==> src/rtl/rtm_pkg.sv <==
package rtm_pkg;
    localparam int NCLS = 4;

    typedef enum logic [1:0] {
        TC_NONE   = 2'b00,
        TC_CABORT = 2'b01,
        TC_DROP   = 2'b10,
        TC_SLVERR = 2'b11
    } term_code_e;

    localparam int CLS_MRD = 0;
    localparam int CLS_MWR = 1;
    localparam int CLS_SRD = 2;
    localparam int CLS_SWR = 3;
endpackage

==> src/rtl/rtm_limit_regs.sv <==
module rtm_limit_regs #(
    parameter int MCW     = 16,
    parameter int MRD_DEF = 1000,
    parameter int MWR_DEF = 1000
) (
    input  logic           clk,
    input  logic           rst_n,
    input  logic           lim_we,
    input  logic           lim_sel,
    input  logic [MCW-1:0] lim_wdata,
    output logic [MCW-1:0] rd_lim_o,
    output logic [MCW-1:0] wr_lim_o
);
    typedef struct packed {
        logic [MCW-1:0] rd_lim;
        logic [MCW-1:0] wr_lim;
    } regs_t;

    regs_t st_d, st_q;

    always_comb begin
        st_d = st_q;
        if (lim_we) begin
            if (lim_sel) st_d.wr_lim = lim_wdata;
            else         st_d.rd_lim = lim_wdata;
        end
    end

    always_ff @(posedge clk) begin
        if (!rst_n) begin
            st_q.rd_lim <= MCW'(MRD_DEF);
            st_q.wr_lim <= MCW'(MWR_DEF);
        end else begin
            st_q <= st_d;
        end
    end

    assign rd_lim_o = st_q.rd_lim;
    assign wr_lim_o = st_q.wr_lim;

    // a write to the read limit is visible on the next cycle
    assert_rd_lim_write_R2: assert property (@(posedge clk) disable iff (!rst_n)
        lim_we && !lim_sel |=> rd_lim_o == $past(lim_wdata));
    // a write to the write limit is visible on the next cycle
    assert_wr_lim_write_R2: assert property (@(posedge clk) disable iff (!rst_n)
        lim_we && lim_sel |=> wr_lim_o == $past(lim_wdata));
endmodule

==> src/rtl/rtm_tracker.sv <==
module rtm_tracker
    import rtm_pkg::*;
#(
    parameter int         CW   = 24,
    parameter term_code_e CODE = TC_SLVERR
) (
    input  logic          clk,
    input  logic          rst_n,
    input  logic          en_i,
    input  logic [CW-1:0] lim_i,
    input  logic          start_i,
    input  logic          resp_i,
    output logic          busy_o,
    output logic          term_o,
    output logic [1:0]    code_o
);
    typedef struct packed {
        logic          busy;
        logic          term;
        logic [CW-1:0] cnt;
    } trk_t;

    trk_t st_d, st_q;
    logic expire;

    assign expire = en_i && (st_q.cnt >= (lim_i - CW'(1)));

    always_comb begin
        st_d      = st_q;
        st_d.term = 1'b0;
        if (!st_q.busy) begin
            if (start_i) begin
                st_d.busy = 1'b1;
                st_d.cnt  = '0;
            end
        end else if (resp_i) begin
            st_d.busy = 1'b0;
            st_d.cnt  = '0;
        end else if (expire) begin
            st_d.busy = 1'b0;
            st_d.term = 1'b1;
            st_d.cnt  = '0;
        end else if (en_i) begin
            st_d.cnt = st_q.cnt + CW'(1);
        end
    end

    always_ff @(posedge clk) begin
        if (!rst_n) begin
            st_q <= '0;
        end else begin
            st_q <= st_d;
        end
    end

    assign busy_o = st_q.busy;
    assign term_o = st_q.term;
    assign code_o = st_q.term ? CODE : TC_NONE;

    // an accepted start opens the transaction with a cleared count
    assert_start_opens_R3: assert property (@(posedge clk) disable iff (!rst_n)
        !busy_o && start_i |=> busy_o && st_q.cnt == '0);
    // the terminate strobe lasts one cycle
    assert_term_pulse_R3: assert property (@(posedge clk) disable iff (!rst_n)
        term_o |=> !term_o);
    // a strobe only ends an outstanding transaction
    assert_term_after_busy_R3: assert property (@(posedge clk) disable iff (!rst_n)
        $rose(term_o) |-> $past(busy_o) && !busy_o);
    // a response wins over an expiry on the same edge
    assert_resp_wins_R7: assert property (@(posedge clk) disable iff (!rst_n)
        busy_o && resp_i |=> !term_o && !busy_o);
    // a disabled timer never fires
    assert_disabled_quiet_R8: assert property (@(posedge clk) disable iff (!rst_n)
        !en_i |=> !term_o);
    // a busy class leaves busy only through a response or a strobe
    assert_busy_exit_R10: assert property (@(posedge clk) disable iff (!rst_n)
        busy_o && !resp_i |=> busy_o || term_o);
endmodule

==> src/rtl/resp_timeout_mon.sv <==
module resp_timeout_mon
    import rtm_pkg::*;
#(
    parameter int MCW       = 16,
    parameter int MRD_DEF   = 1000,
    parameter int MWR_DEF   = 1000,
    parameter int SLV_LIMIT = 12_500_000
) (
    input  logic              clk,
    input  logic              rst_n,
    input  logic              lim_we,
    input  logic              lim_sel,
    input  logic [MCW-1:0]    lim_wdata,
    input  logic              cto_disable,
    input  logic [NCLS-1:0]   start_i,
    input  logic [NCLS-1:0]   resp_i,
    output logic [NCLS-1:0]   busy_o,
    output logic [NCLS-1:0]   term_o,
    output logic [2*NCLS-1:0] term_code_o
);
    localparam int SCW = $clog2(SLV_LIMIT + 1);
    localparam int CW  = (MCW > SCW) ? MCW : SCW;

    logic [MCW-1:0] rd_lim, wr_lim;

    rtm_limit_regs #(
        .MCW(MCW), .MRD_DEF(MRD_DEF), .MWR_DEF(MWR_DEF)
    ) u_regs (
        .clk(clk), .rst_n(rst_n), .lim_we(lim_we), .lim_sel(lim_sel),
        .lim_wdata(lim_wdata), .rd_lim_o(rd_lim), .wr_lim_o(wr_lim)
    );

    for (genvar i = 0; i < NCLS; i++) begin : g_cls
        logic          en;
        logic [CW-1:0] lim;
        logic [1:0]    code;

        if (i == CLS_MRD) begin : g_mrd
            assign lim = CW'(rd_lim);
            assign en  = (rd_lim != '0);
        end else if (i == CLS_MWR) begin : g_mwr
            assign lim = CW'(wr_lim);
            assign en  = (wr_lim != '0);
        end else begin : g_slv
            assign lim = CW'(SLV_LIMIT);
            assign en  = !cto_disable;
        end

        localparam term_code_e CODE = (i == CLS_MRD) ? TC_CABORT :
                                      (i == CLS_MWR) ? TC_DROP : TC_SLVERR;

        rtm_tracker #(.CW(CW), .CODE(CODE)) u_trk (
            .clk(clk), .rst_n(rst_n), .en_i(en), .lim_i(lim),
            .start_i(start_i[i]), .resp_i(resp_i[i]),
            .busy_o(busy_o[i]), .term_o(term_o[i]), .code_o(code)
        );

        assign term_code_o[2*i +: 2] = code;

        // the code field is clear whenever its strobe is low
        assert_code_idle_R11: assert property (@(posedge clk) disable iff (!rst_n)
            !term_o[i] |-> term_code_o[2*i +: 2] == 2'b00);
    end

    // the disable input silences both slave-side classes
    assert_slv_disable_R9: assert property (@(posedge clk) disable iff (!rst_n)
        cto_disable |=> !term_o[CLS_SRD] && !term_o[CLS_SWR]);
    // a zero read limit silences the inbound read class
    assert_mrd_zero_R8: assert property (@(posedge clk) disable iff (!rst_n)
        rd_lim == '0 |=> !term_o[CLS_MRD]);
endmodule

==> config.mk <==
export PLATFORM = sky130hd
export DESIGN_NAME = resp_timeout_mon
export DESIGN_NICKNAME = d
export VERILOG_FILES = /design/src/rtl/rtm_pkg.sv /design/src/rtl/rtm_limit_regs.sv /design/src/rtl/rtm_tracker.sv /design/src/rtl/resp_timeout_mon.sv
export SDC_FILE = /design/constraint.sdc
export NUM_CORES = 1
export LEC_CHECK = 0
export BUFFER_PORTS_ARGS = -buffer_cell sky130_fd_sc_hd__buf_2
export CORE_MARGIN = 4
export CORE_UTILIZATION = 45
export DETAILED_ROUTE_END_ITERATION = 7
export MAX_ROUTING_LAYER = met4
export PLACE_DENSITY_LB_ADDON = 0.25
export SKIP_LAST_GASP = 1
export SLEW_MARGIN = 25
export SYNTH_ARGS = -nofsm -noshare
export SYNTH_HDL_FRONTEND = slang
export SYNTH_SLANG_ARGS = --single-unit
==> constraint.sdc <==
create_clock -name clk -period 4.5 [get_ports clk]
set_clock_uncertainty 0.15 [all_clocks]
set_input_delay 0.9 -clock clk [delete_from_list [all_inputs] [get_ports clk]]
set_output_delay 0.9 -clock clk [all_outputs]
set_load 0.02 [all_outputs]
Yosys cells after proc, flatten, opt, wreduce, memory -nomap -nowiden
Cells that the tools add are included.
{ "totals": {"ff_bits": 136, "input_bits": 29, "output_inout_bits": 16, "word_cells": 95} }
{ "classes": {"add_sub_neg": 6, "magnitude_cmp": 4, "eq_ne": 4, "n_mux": 40, "bitwise_logic": 6, "n_reduce_logical": 21} }
{ "ops": {"columns": ["operator", "count"], "rows": [
  ["2-to-1 mux 24 bit", 20],
  ["adder 24 x 1 -> 24 bit (second input constant)", 4],
  ["greater-or-equal comparator 24 bit", 2],
  ["greater-or-equal comparator 24 bit (second input constant)", 2],
  ["subtractor 16 x 1 -> 17 bit (second input constant)", 2],
  ["nonzero test 16 bit", 2],
  ["2-to-1 mux 2 bit", 7],
  ["2-to-1 mux 1 bit", 13],
  ["AND reduction 2 bit", 6],
  ["OR reduction 3 bit", 4],
  ["inequality test 4 x 3 -> 1 bit (second input constant)", 2],
  ["inequality test 4 bit (second input constant)", 2],
  ["nonzero test 2 bit", 4],
  ["NOT 1 bit", 6],
  ["logical AND 1 bit", 4],
  ["logical NOT 1 bit", 1]
]} }

Longest topological paths before layout
Gate-level depths: netlist (run 1).
{ "logic_depth": {"ltp_word": 6, "mapped_depth": 15, "ltp_nobuf": 13} }

Modules after synthesis
A second synthesis (run 1) with hierarchy kept.
{ "unflattened": {"cells_unflattened": 1240, "hier_area_um2": 10581.4} }
{ "modules_own_cells": {"columns": ["module", "n_inst", "cells_each", "area_each_um2", "seq_area_each_um2"], "rows": [
  ["rtm_tracker (g_cls[1].u_trk)", 1, 278, 2348.5, 520.5],
  ["rtm_tracker (g_cls[2].u_trk)", 1, 277, 2344.7, 520.5],
  ["rtm_tracker (g_cls[3].u_trk)", 1, 267, 2338.5, 520.5],
  ["rtm_tracker (g_cls[0].u_trk)", 1, 274, 2234.6, 520.5],
  ["rtm_limit_regs", 1, 131, 1241.2, 640.6],
  ["resp_timeout_mon", 1, 13, 73.8, 0.0]
]} }

Least setup slack after synthesis (run 1)
Ideal clock, no wire load.
{ "synth_timing": {"kind": "flip-flop to flip-flop", "startpoint": "register u_regs.rd_lim_o[2] (netlist name)", "endpoint": "register g_cls[0].u_trk.st_q[11] (netlist name)", "setup_ns": 0.072, "arrival_ns": 3.636, "required_time_ns": 4.278, "path_slack_ns": 0.642, "path_stages_with_launch": 14, "n_path_buf": 0, "period_less_slack_ns": 3.858, "path_cell_list": "dfxtp_1 > or3_1 > nor3_1 > nand2b_1 > nor4_1 > nand2_1 > xor2_1 > ha_1 > a21oi_1 > o21ai_0 > a222oi_1 > o211ai_1 > or4_2 > mux2i_1"} }
{ "synth_via": {"elab_chain_len": 6, "elab_cells_between_ends": 9, "cone_classes": "add/sub: 1; order compare: 1; eq/ne: 1; mux: 3; reduce/logical: 3"} }
{ "synth_lines": {"columns": ["item", "line", "rtl"], "rows": [
  ["subtractor 16 x 1 -> 17 bit", "rtm_tracker.sv:26", "assign expire = en_i && (st_q.cnt >= (lim_i - CW'(1)));"],
  ["greater-or-equal comparator 24 bit", "rtm_tracker.sv:26", null],
  ["logical AND 1 bit", "rtm_tracker.sv:26", null],
  ["2-to-1 mux 24 bit", "rtm_tracker.sv:39", "end else if (expire) begin"],
  ["2-to-1 mux 24 bit", "rtm_tracker.sv:36", "end else if (resp_i) begin"],
  ["2-to-1 mux 24 bit", "rtm_tracker.sv:31", "if (!st_q.busy) begin"],
  ["to (signal assigned)", "rtm_tracker.sv:52", "st_q <= st_d;"],
  ["to (decl)", "rtm_tracker.sv:23", "trk_t st_d, st_q;"]
]} }
Parallel ways exist; a longest one is shown, timed or not.
A chain may end at the register's enable or synchronous reset.

Final worst setup path (run 1)
{ "layout_timing": {"startpoint": "register u_regs.rd_lim_o[2] (netlist name)", "endpoint": "register g_cls[0].u_trk.st_q[23] (netlist name)"} }
{ "layout_via": {"elab_chain_len": 6, "elab_cells_between_ends": 9, "cone_classes": "add/sub: 1; order compare: 1; eq/ne: 1; mux: 3; reduce/logical: 3"} }
{ "layout_lines": {"columns": ["item", "line"], "rows": [
  ["subtractor 16 x 1 -> 17 bit", "rtm_tracker.sv:26"],
  ["greater-or-equal comparator 24 bit", "rtm_tracker.sv:26"],
  ["logical AND 1 bit", "rtm_tracker.sv:26"],
  ["2-to-1 mux 24 bit", "rtm_tracker.sv:39"],
  ["2-to-1 mux 24 bit", "rtm_tracker.sv:36"],
  ["2-to-1 mux 24 bit", "rtm_tracker.sv:31"]
]} }
Parallel ways exist; a longest one is shown, timed or not.

==> results of run 1 <==
==> power by group <==
| group | switching, mW | internal (mW) |
|---|---|---|
| logic | 0.144 | 0.0883 |
| clock network | 0.558 | 0.946 |
| registers | 0.0272 | 1.23 |
==> critical path: stages, from the launching register on <==
cell and delay [ns]:
dfxtp_1 0.35, or3_1 0.41, nor3_1 0.26, nand2b_1 0.12
nor4_1 0.18, buf_4 0.18, nand2_1 0.06, xor2_1 0.15
ha_1 0.29, a21oi_1 0.14, o21ai_0 0.08, a222oi_1 0.42
o211a_1 0.58, buf_4 0.29, a31oi_1 0.10, mux2i_1 0.15
==> per-layer routing <==
layer  GRT usage  routed length [um]
met5           -                   0
met4      0.0592                 284
met3      0.0509                 851
met2       0.293                8010
met1       0.255                8940
==> Yosys cell counts (4+ instances only) <==
cell      number
nand2_1      138
dfxtp_1      136
nor2_1        89
nand3_1       59
ha_1          54
a21oi_1       50
xor2_1        49
xnor2_1       46
nand4_1       36
a211oi_1      26
nor3_1        26
a31oi_1       25
clkbuf_1      23
inv_1         23
buf_4         18
mux2i_1       14
o21ai_0       14
and4_1        11
nand2b_1      11
nor4_1        10
buf_2          9
and2_1         8
and3_1         8
or4_1          7
nor2b_1        6
or3_1          6
nand3b_1       5
buf_1          4
nor3b_1        4
o211ai_1       4
o22ai_1        4
==> kinds of logic (layout without fill, tap and decap cells) <==
family | count (synthesis) | in the layout | synth area share
adders and majority gates | 54 | 54 | 0.0853
buffers and inverters | 78 | 112 | 0.0469
and+or+nand+nor | 440 | 440 | 0.278
xor gates and xnor gates | 95 | 95 | 0.105
AOI/OAI and AO/OA | 151 | 151 | 0.123
DFF | 136 | 136 | 0.344
muxes | 14 | 14 | 0.0177
other | 1 | 7 | 0.000473
==> cell type report <==
| type | count | area, um^2 | share of cell area |
|---|---|---|---|
| Antenna cell | 5 | 12.5 | 0.00140 |
| Tap cell | 225 | 282 | 0.0316 |
| Timing Repair Buffer | 56 | 315 | 0.0354 |
| Multi-Input combinational cell | 756 | 4850 | 0.545 |
| Inverter | 24 | 90.1 | 0.0101 |
| Sequential cell | 136 | 2720 | 0.305 |
| Clock buffer | 18 | 439 | 0.0493 |
| Clock inverter | 14 | 198 | 0.0222 |
==> stage by stage <==
step | hold WS, ns | utilization
2_1_floorplan | 0.295 | -
3_3_place_gp | 0.315 | 0.477
3_5_place_dp | 0.331 | 0.477
4_1_cts | 0.341 | 0.514
5_1_grt | 0.359 | 0.515
6_report | 0.339 | 0.515
==> registers in the layout, indices dropped and copies added, names as in the netlist <==
| signal | flops |
|---|---|
| g_cls.u_trk.busy_o | 4 |
| g_cls.u_trk.st_q | 96 |
| g_cls.u_trk.term_o | 4 |
| u_regs.rd_lim_o | 16 |
| u_regs.wr_lim_o | 16 |
==> path summary, 6_finish.rpt <==
check                      startpoint                      end  slack, ns  cells after the start
hold reg to reg   u_regs.rd_lim_o[15]      u_regs.rd_lim_o[15]       0.34                      2
hold / removal    u_regs.rd_lim_o[15]      u_regs.rd_lim_o[15]       0.34                      2
setup reg to reg   u_regs.rd_lim_o[2]  g_cls[0].u_trk.st_q[23]       0.50                     15
setup / recovery   u_regs.rd_lim_o[2]  g_cls[0].u_trk.st_q[23]       0.50                     15
==> run summary, run 1 <==
final hold violation count - 0
P&R area growth vs syn - 12.5%
Critical Path RT - 4.70 ns
htree depth - 4
FFs w/ async S/R, synth - 0
max_cap viols - 0
cts bufs inserted - 17
Inst Count DP - 1197
CP arrival - 4.20 ns
Mean Syn Cell Area - 8.18 um^2
Worst slew margin - 0.424
Synth Cell Area - 7930 um^2
Die Area - 19800 um^2
vias in the first global route - 6474
die width - 141 um
CTS sink cnt - 136
number of synthesized flops with an enable pin - 0
fin crit period - 4.00 ns
DRC - 0
crit end category - flop
via count - 6872
DRT iter0 DRCs - 288
cell area after layout - 8910 um^2
Pleak - 3.21 nW
area leader, netlist - dfxtp_1
initial antenna violation count - 5
Finished Layout Cells - 1234
Slew @ Worst Pin - 0.864 ns
final wirelength - 18100 um
setup TNS - 0 ns
unrepaired setup endpoints after global routing - no
final worst path period share - 0.889
clock root buffer master - clkbuf_16
final setup margin - 0.500 ns
first-pass GRT wire length - 31100 um
Max Root-Sink Buffers - 2
hold_buf cts - 0
ys flop type - dfxtp_1
status - finished clean
Max Transition Viols Final - 0
CP Class - reg -> reg
CTS tree - yes
cell count after synthesis - 969
most common cell after layout, fill and taps aside - nand2_1
port bufs - 42
Max IR drop VDD - 0.273 mV
f_max - 250 MHz
RePlAce Congestion - 0.805
post-CTS setup buffer count - 0
Cell variety after synth - 65
Power, Total - 2.99 mW
Hold WC Path Type - reg -> reg
# IOs - 45
Synth area leaders - dfxtp_1 (34%), ha_1 (8.5%), nand2_1 (6.5%)
TritonRoute pass-1 iters - 7
dpl hpwl - 12700 um
# resized after CTS - 0
Pwr Density - 336 nW/um^2
synthesis-stage register bit count - 136
DRT antenna net count - 0
Core Rows - 48
Critical Path Start Type - flop
nets - 1074
crit-path max FO - 18
ratio of cells with drive above 1 in the final layout - 0.110
DP Area - 8260 um^2
initial cell density of the core - 0.458
largest net degree at the start of global routing - 33
All-Layer GR Usage - 0.194
WL/cell - 14.7 um
total congestion overflow - 0
dpl ws - 0.551 ns
Setup Viol. Count Final - 0
clk slew on worst S/H paths - 0.06 ns
Clock Latency Late Sink - 0.42 ns
sequential area share after synthesis - 0.344
fillers - 1698
Core Box Area - 17300 um^2
chip height - 141 um
most frequent cells in the layout - nand2_1 (138), dfxtp_1 (136), nor2_1 (89)
Yosys top cell area share - 0.344
synth warn - 0
mean number of vias per cell - 5.57
Note: power is estimated with default switching activity, not from simulation.
==> run 2: changes to the inputs <==
Settings changed: CORE_MARGIN 4 to 5, GPL_TIMING_DRIVEN set to 0.
==> run 2 against run 1 <==
Non-clock buffer count rose by 46. Design area rose by 2.5%. Register-to-register slack got worse by 0.12 ns. Highest routed layer unchanged.
==> run summary, run 2 (synthesis gave the netlist of run 1 again) <==
WL/cell - 14.5 um
P&R area growth vs syn - 15.3%
crit end category - flop
mean number of vias per cell - 5.49
TritonRoute pass-1 iters - 5
ratio of cells with drive above 1 in the final layout - 0.120
dpl ws - -0.0121 ns
status - finished clean
largest net degree at the start of global routing - 17
Flop pwr share - 0.415
Max Transition Viols Final - 0
# IOs - 45
Largest Register - g_cls.u_trk.st_q
initial cell density of the core - 0.458
chip height - 143 um
Hold WC Path Type - reg -> reg
htree depth - 4
internal power - 2.32 mW
Setup Viol. Count Final - 0
unrepaired setup endpoints after global routing - no
vias in the first global route - 6685
Max IR drop VDD - 0.261 mV
Core Box Area - 17300 um^2
Finished Layout Cells - 1280
initial antenna violation count - 5
NetSw - 0.704 mW
utilization after layout - 0.528
dpl hpwl - 13700 um
Slew @ Worst Pin - 0.957 ns
DP Area - 8420 um^2
final wirelength - 18600 um
clock root buffer master - clkbuf_16
All-Layer GR Usage - 0.194
Clock Power Share - 0.503
CP Class - reg -> reg
CTS sink cnt - 136
Comb pwr share - 0.082
CP Cell Sequence - or3_1 > nor3_1 > nand2b_1 > nor4_2 > nand2_1 > xor2_1 > ha_1 > a21oi_1 > o21ai_0 > a222oi_1 > o211ai_1 > or4_2 > mux2i_1
port bufs - 41
Critical Path Max Stage Delay - 0.70 ns
Pwr Density - 331 nW/um^2
final worst hold slack - 0.324 ns
Critical Path RT - 4.70 ns
number of flip-flops in the largest register - 96
r2r setup slk - 0.38 ns
final setup margin - 0.379 ns
DRT iter0 DRCs - 419
Power, Total - 3.03 mW
Clock Latency Late Sink - 0.42 ns
most common cell after layout, fill and taps aside - nand2_1
Core Rows - 48
cell area after layout - 9140 um^2
switching share of power - 0.233
RePlAce Congestion - 0.825
CP arrival - 4.32 ns
Max Root-Sink Buffers - 2
first-pass GRT wire length - 31700 um
final hold violation count - 0
CTS tree - yes
nets - 1120
die width - 143 um
DRC - 0
total congestion overflow - 0
via count - 7028
Worst slew margin - 0.356
crit-path max FO - 6
Die Area - 20400 um^2
most frequent cells in the layout - nand2_1 (138), dfxtp_1 (136), nor2_1 (89)
DRT antenna net count - 0
final worst path period share - 0.916
Pleak - 3.34 nW
Inst Count DP - 1236
max_cap viols - 0
Critical Path Start Type - flop
Crit-path slowest cell - or4_2
fin crit period - 4.12 ns
setup TNS - 0 ns
f_max - 243 MHz
cts bufs inserted - 17
clk slew on worst S/H paths - 0.06 ns
fillers - 1691
-- run 2: per-layer routing --
layer  vias to the layer above  global-route usage  wire (um)
met5                         -                   -          0
met4                         0              0.0495        212
met3                        22              0.0469        925
met2                       121               0.296       8150
met1                      3278               0.259       9280
li1                       3607                   -          -
-- run 2: final cells by class --
cell class / instances / area, um^2 / area share
diodes: 5 / 12.5 / 0.00137
plain buffers: 54 / 284 / 0.0311
clock buffers: 20 / 447 / 0.0489
clock inverters: 12 / 199 / 0.0218
inverters: 24 / 90.1 / 0.00986
multi-input cells: 756 / 4840 / 0.530
flip-flops and latches: 136 / 2720 / 0.298
well taps: 225 / 282 / 0.0308
repair buffers: 48 / 258 / 0.0282
-- run 2: repair_timing --
item                                    in CTS  in global routing
pin swaps                                    0                  2
resized for setup                            1                  2
setup buffers                                0                  7
hold buffers                                 0                  0
endpoints found under the setup margin       1                 30
-- run 2: worst max-delay path, delay by kind of cell (launching register included) --
family | cells | cell delay (ns)
flops | 1 | 0.34
fa+ha+maj | 1 | 0.29
simple gates | 6 | 2.01
compound gates | 4 | 0.94
xor+xnor | 1 | 0.17
mux | 1 | 0.13
-- run 2: power groups by stage --
stage / clock network (mW) / logic [mW] / registers (mW)
2_1_floorplan: 0 / 0.174 / 1.27
3_3_place_gp: 0 / 0.239 / 1.28
3_5_place_dp: 0 / 0.243 / 1.28
4_1_cts: 1.55 / 0.244 / 1.25
5_1_grt: 1.61 / 0.281 / 1.26
6_report: 1.52 / 0.249 / 1.25
-- run 2: path summary, 6_finish.rpt --
kind | startpoint | to | cells past startpoint
max | u_regs.rd_lim_o[2] | g_cls[0].u_trk.st_q[11] | 13
max reg2reg | u_regs.rd_lim_o[2] | g_cls[0].u_trk.st_q[11] | 13
min | g_cls[0].u_trk.st_q[23] | g_cls[0].u_trk.st_q[23] | 1
min reg2reg | g_cls[0].u_trk.st_q[23] | g_cls[0].u_trk.st_q[23] | 1
